--- config.mk ---
export PLATFORM = sky130hd
export DESIGN_NAME = rx_stby_ctrl
export DESIGN_NICKNAME = d
export VERILOG_FILES = /design/src/rtl/rx_stby_pkg.sv /design/src/rtl/rx_stby_word.sv /design/src/rtl/rx_stby_decode.sv /design/src/rtl/rx_stby_ctrl.sv
export SDC_FILE = /design/constraint.sdc
export NUM_CORES = 1
export LEC_CHECK = 0
export BUFFER_PORTS_ARGS = -buffer_cell sky130_fd_sc_hd__buf_2
export CORE_ASPECT_RATIO = 1.25
export CORE_UTILIZATION = 43
export CTS_CLUSTER_DIAMETER = 50
export CTS_CLUSTER_SIZE = 10
export DETAILED_ROUTE_END_ITERATION = 10
export PLACE_DENSITY = 0.75
export SETUP_SLACK_MARGIN = 0.05
export SLEW_MARGIN = 20
export SYNTH_ARGS = -nofsm -noshare
export SYNTH_HDL_FRONTEND = slang
export SYNTH_SLANG_ARGS = --single-unit
--- constraint.sdc ---
create_clock -name clk -period 0.89 [get_ports clk]
set_input_delay 0.178 -clock clk [delete_from_list [all_inputs] [get_ports clk]]
set_output_delay 0.178 -clock clk [all_outputs]
set_load 0.05 [all_outputs]
--- src/rtl/rx_stby_pkg.sv ---
package rx_stby_pkg;
  localparam int STBY_W     = 8;
  localparam int B_REF      = 7;
  localparam int B_LO       = 6;
  localparam int B_OSC      = 5;
  localparam int B_CLKSYN   = 4;
  localparam int B_GCDAC    = 3;
  localparam int B_LNAMIX   = 2;
  localparam int B_SPARE    = 1;
  localparam int B_ADC      = 0;
  localparam logic [STBY_W-1:0] STBY_RESET = '1;
  localparam logic [STBY_W-1:0] USED_MASK  = ~(STBY_W'(1) << B_SPARE);

  typedef struct packed {
    logic ref_off;
    logic lo_off;
    logic osc_off;
    logic clksyn_off;
    logic gcdac_off;
    logic lnamix_off;
    logic adc_off;
    logic clkbuf_off;
    logic filt_clk_en;
    logic dout_hold;
    logic master_ref_off;
    logic lo_iout_oe;
    logic clk_iout_oe;
  } stby_ctl_t;
endpackage

--- src/rtl/rx_stby_word.sv ---
module rx_stby_word
  import rx_stby_pkg::*;
#(
  parameter int W = STBY_W,
  parameter logic [W-1:0] RST_VAL = STBY_RESET
) (
  input  logic         clk,
  input  logic         rst_n,
  input  logic         wr_en,
  input  logic [W-1:0] wr_data,
  input  logic         rd_en,
  output logic         rd_valid,
  output logic [W-1:0] rd_data,
  output logic [W-1:0] word
);
  always_ff @(posedge clk or negedge rst_n) begin
    if (!rst_n) begin
      word <= RST_VAL;
    end else if (wr_en) begin
      word <= wr_data;
    end
  end

  always_ff @(posedge clk or negedge rst_n) begin
    if (!rst_n) begin
      rd_valid <= 1'b0;
      rd_data  <= '0;
    end else begin
      rd_valid <= rd_en;
      if (rd_en) rd_data <= word;
    end
  end

  a_r2_write_lands: assert property (@(posedge clk) disable iff (!rst_n)
    wr_en |=> word == $past(wr_data));
  a_r3_valid_after_read: assert property (@(posedge clk) disable iff (!rst_n)
    rd_en |=> rd_valid);
  a_r3_no_spurious_valid: assert property (@(posedge clk) disable iff (!rst_n)
    !rd_en |=> !rd_valid);
  a_r4_read_sees_old: assert property (@(posedge clk) disable iff (!rst_n)
    (rd_en && wr_en) |=> rd_data == $past(word));
endmodule

--- src/rtl/rx_stby_decode.sv ---
module rx_stby_decode
  import rx_stby_pkg::*;
#(
  parameter int W = STBY_W,
  parameter logic [W-1:0] MASK = USED_MASK
) (
  input  logic         clk,
  input  logic         rst_n,
  input  logic [W-1:0] word,
  output stby_ctl_t    ctl
);
  logic [W-1:0] used_bits;

  generate
    for (genvar i = 0; i < W; i++) begin : g_mask
      if (MASK[i]) begin : g_use
        assign used_bits[i] = word[i];
      end else begin : g_skip
        assign used_bits[i] = 1'b1;
      end
    end
  endgenerate

  always_comb begin
    ctl.ref_off        = word[B_REF];
    ctl.lo_off         = word[B_LO];
    ctl.osc_off        = word[B_OSC];
    ctl.clksyn_off     = word[B_CLKSYN];
    ctl.gcdac_off      = word[B_GCDAC];
    ctl.lnamix_off     = word[B_LNAMIX];
    ctl.adc_off        = word[B_ADC];
    ctl.clkbuf_off     = word[B_ADC] & word[B_CLKSYN];
    ctl.filt_clk_en    = ~word[B_ADC];
    ctl.dout_hold      = word[B_ADC];
    ctl.master_ref_off = &used_bits;
    ctl.lo_iout_oe     = ~word[B_LO];
    ctl.clk_iout_oe    = ~word[B_CLKSYN];
  end

  a_r5_buffer_kept_for_user: assert property (@(posedge clk) disable iff (!rst_n)
    (!ctl.adc_off || !ctl.clksyn_off) |-> !ctl.clkbuf_off);
  a_r6_filter_clock_gated: assert property (@(posedge clk) disable iff (!rst_n)
    ctl.adc_off |-> (!ctl.filt_clk_en && ctl.dout_hold));
  a_r7_master_needs_all: assert property (@(posedge clk) disable iff (!rst_n)
    ctl.master_ref_off |-> (ctl.ref_off && ctl.lo_off && ctl.osc_off && ctl.clksyn_off
                            && ctl.gcdac_off && ctl.lnamix_off && ctl.adc_off));
  a_r8_lo_tristate: assert property (@(posedge clk) disable iff (!rst_n)
    ctl.lo_off |-> !ctl.lo_iout_oe);
  a_r9_spare_inert: assert property (@(posedge clk) disable iff (!rst_n)
    ($past(word) ^ word) == (W'(1) << B_SPARE) |-> $stable(ctl));
endmodule

--- src/rtl/rx_stby_ctrl.sv ---
module rx_stby_ctrl
  import rx_stby_pkg::*;
#(
  parameter int W = STBY_W
) (
  input  logic         clk,
  input  logic         rst_n,
  input  logic         wr_en,
  input  logic [W-1:0] wr_data,
  input  logic         rd_en,
  output logic         rd_valid,
  output logic [W-1:0] rd_data,
  output logic         ref_off,
  output logic         lo_off,
  output logic         osc_off,
  output logic         clksyn_off,
  output logic         gcdac_off,
  output logic         lnamix_off,
  output logic         adc_off,
  output logic         clkbuf_off,
  output logic         filt_clk_en,
  output logic         dout_hold,
  output logic         master_ref_off,
  output logic         lo_iout_oe,
  output logic         clk_iout_oe
);
  logic [W-1:0] word;
  stby_ctl_t    ctl;

  rx_stby_word #(.W(W)) u_word (
    .clk(clk), .rst_n(rst_n), .wr_en(wr_en), .wr_data(wr_data),
    .rd_en(rd_en), .rd_valid(rd_valid), .rd_data(rd_data), .word(word)
  );

  rx_stby_decode #(.W(W)) u_decode (
    .clk(clk), .rst_n(rst_n), .word(word), .ctl(ctl)
  );

  assign ref_off        = ctl.ref_off;
  assign lo_off         = ctl.lo_off;
  assign osc_off        = ctl.osc_off;
  assign clksyn_off     = ctl.clksyn_off;
  assign gcdac_off      = ctl.gcdac_off;
  assign lnamix_off     = ctl.lnamix_off;
  assign adc_off        = ctl.adc_off;
  assign clkbuf_off     = ctl.clkbuf_off;
  assign filt_clk_en    = ctl.filt_clk_en;
  assign dout_hold      = ctl.dout_hold;
  assign master_ref_off = ctl.master_ref_off;
  assign lo_iout_oe     = ctl.lo_iout_oe;
  assign clk_iout_oe    = ctl.clk_iout_oe;

  a_r1_reset_all_standby: assert property (@(posedge clk)
    !rst_n |=> (rst_n || (master_ref_off && clkbuf_off && !filt_clk_en)));
endmodule

==> flow_summary.toml <==
[status]
run_status = "finished with violations"
violations_in_the_final_reports = "setup timing"

[pwr]
power_leakage_uw = 0.0006344
report.power.total_uw = 2515
vdd.ir_drop.worst_v = 0.001481
power_density_nw_per_um2 = 1884

[setup_path]
worstSetupPathType = "reg -> out"
path_max_fanout = 3
startpoint_type = "flip-flop"
worst-r2r-setup-slack_ps = -450
end_kind = "output pin"
cp.arrival_ps = 1310
crit_required_ps = 710
timing.rr.end = "u_word.word[6]"
rr_worst_depth = 5
worstReg2RegStart = "u_word.word[6]"

[sta]
final.setup.tns_ps = -8517
layout_setup_ws_ps = -602.1
fin_worst_hold_slack_ps = 109.3
max_slew.worst_pin.slew_ps = 365.0
skew_final_ps = 6.727
clock.fmax_mhz = 670.2
fin_crit_ps = 1492
hold_viol = 0
report.final.setup_viol = 33
report.final.slew_viol_count = 0
timing.final.crit_share_pct = 167.7
grt_setup_unrepaired = "yes"
maxSlewHeadroom_pct = 75.66

[floorplanning]
io_pins = 34
initial_core_util_pct = 45.67
design.die.area_um2 = 1827
fp.coreArea_um2 = 1562
die_width_um = 38.43
fp-row-count = 16
floorplan.die.height_um = 47.54

[synth]
synthCells = 46
synthesis.yosys.warnings = 0
synth_xor_xnor_area_share_pct = 0
compound_gate_portion_of_the_synthesized_area_pct = 2.105
yosys.area_share.simple_pct = 4.211
fraction_of_the_yosys_area_taken_by_sequential_cells_pct = 61.05
synth_top_family_by_area = "multiplexers"
synth.ff_latch_count = 17
muxShareOfSynthArea_pct = 26.84
postSynthAreaPerCell_um2 = 15.50
post_synthesis_share_of_cell_area_spent_on_full_adders_half_adders_and_majority_gates_pct = 0
yosys.cell_types.count = 12
synth_net_count = 58
syn_std_cell_area_um2 = 713.2

[worst_hold_path]
count_of_cells_along_the_worst_hold_path = 3
holdPathEnd = "u_word.word[6]"
hp-start = "wr_data[6]"
hold_path_class = "in -> reg"

[routing]
vias_per_cell = 4.924
remaining_drc_errors = 0
first_pass_iters = 4
drt-wirelength-per-cell_um = 17.13
ant_nets = 0
totalWireLength_um = 2021
violation_count_after_the_first_detailed_route_iteration = 8
via_count = 581

[finish]
multi_input_comb_area_um2 = 264.0
layout-drive-gt1-share_pct = 91.00
num-nets-final = 113
fillers = 69
n_diodes = 0
final_cell_area_um2 = 1335
area.sequential_um2 = 452.9
layout-area-overhead-vs-synth_pct = 87.19

[clock_tree]
cts.sink_count = 17
cts_htree_levels = 1
path_clk_slew_ps = 90
cts_buffers = 3
root_buffer = "sky130_fd_sc_hd__clkbuf_4"
clk_path_buf_depth = 2
cts_tree = "done"
clkLatencyLatePin_ps = 280

[grt]
groute.usage.overall_pct = 21.00
grt_first_pass_wirelength_um = 2504
number_of_antenna_violations_at_the_first_check_in_global_routing = 0
number_of_global_route_vias_before_repair = 550
sum_of_overflow_across_all_layers_after_global_routing = 0
grt_max_degree = 18

[place]
dpl-instance-area_um2 = 955.9
gpl.final_weighted_congestion = 0.6849
io_buffers = 33
dp.final_hpwl_um = 1003
pre_cts_ws_ps = -387.8

[job]
cap_violations = 0
[sequential cells by signal, summed over array words and instances (netlist names)]
register,count
u_word.rd_valid,1
u_word.word,8
u_word.rd_data,8
[worst max-delay path, cell delays in order, from the launching register on]
cell                      delay, ps
sky130_fd_sc_hd__dfstp_4        660
sky130_fd_sc_hd__nand3_2        110
sky130_fd_sc_hd__nor2_4         120
sky130_fd_sc_hd__buf_8          150
[layout make-up]
cell class / count / area share [%]
multi-input combinational: 23 / 19.78
inverter: 3 / 1.500
sequential: 17 / 33.93
tap: 18 / 1.687
clock buffer: 4 / 1.968
timing repair buffer: 53 / 41.14
[logic make-up after synthesis]
logic type / Yosys count
flops: 17
buf+inv: 6
simple gates: 7
compound gates: 3
mux: 13
[how the worst max path moves through the flow]
stage	start	to	slack, ps	depth (start not counted)
after floorplan	u_word.word[4]	clkbuf_off	-660	2
after global routing	u_word.word[0]	master_ref_off	-660	3
after CTS	u_word.word[6]	master_ref_off	-590	3
after detailed placement	u_word.word[0]	master_ref_off	-390	3
final	u_word.word[0]	master_ref_off	-600	3
after global placement	u_word.word[0]	master_ref_off	-380	3
[synth_stat cells]
| master | instances | area share [%] |
|---|---|---|
| sky130_fd_sc_hd__mux2_4 | 12 | 25 |
| sky130_fd_sc_hd__dfrtp_1 | 9 | 32 |
| sky130_fd_sc_hd__dfstp_2 | 8 | 29 |
| sky130_fd_sc_hd__inv_1 | 3 | 1.6 |
| sky130_fd_sc_hd__nand2_1 | 3 | 1.6 |
| sky130_fd_sc_hd__o21ai_0 | 3 | 2.1 |
| sky130_fd_sc_hd__buf_6 | 2 | 3.2 |
| sky130_fd_sc_hd__nor2_1 | 2 | 1.1 |
| sky130_fd_sc_hd__buf_4 | 1 | 1.1 |
| sky130_fd_sc_hd__mux2_2 | 1 | 1.6 |
| sky130_fd_sc_hd__nand3_1 | 1 | 0.70 |
| sky130_fd_sc_hd__nand4_1 | 1 | 0.88 |
[per-layer routing]
layer	routed length (um)	vias up	global-route usage, %
li1	-	259	-
met1	848	294	23.49
met2	1057	20	38.98
met3	46	8	3.721
met4	68	0	8.966
met5	0	-	0
[per-stage QoR]
step,util [%],instances
after floorplan,-,46
after global placement,61.22,100
after detailed placement,61.22,100
after CTS,80.53,113
after global routing,85.50,118
final,85.50,118
[report_power, final]
| group | leakage (uW) | switching (uW) | internal (uW) |
|---|---|---|---|
| logic | 0.000436 | 604 | 533 |
| clock network | 0.0000150 | 216 | 174 |
| registers | 0.000183 | 83.1 | 905 |
[timing repair]
item,CTS,global route
hold buffers,1,0
gates cloned,0,0
hold endpoints to repair,9,0
endpoints found under the setup margin,32,36
resized for setup,66,16
pin swaps,2,1
buffers inserted,9,10
[cell usage in the layout, fill, tap and decap left out, types with 2 or more instances in the layout]
cell type	instances
sky130_fd_sc_hd__buf_2	11
sky130_fd_sc_hd__buf_4	5
sky130_fd_sc_hd__buf_6	25
sky130_fd_sc_hd__buf_8	11
sky130_fd_sc_hd__clkbuf_4	3
sky130_fd_sc_hd__dfrtp_2	8
sky130_fd_sc_hd__dfstp_2	6
sky130_fd_sc_hd__dfstp_4	2
sky130_fd_sc_hd__mux2_4	13
sky130_fd_sc_hd__nand2_1	3
sky130_fd_sc_hd__nor2_4	2
sky130_fd_sc_hd__o21ai_1	2
Note: power is estimated with default switching activity, not from simulation.
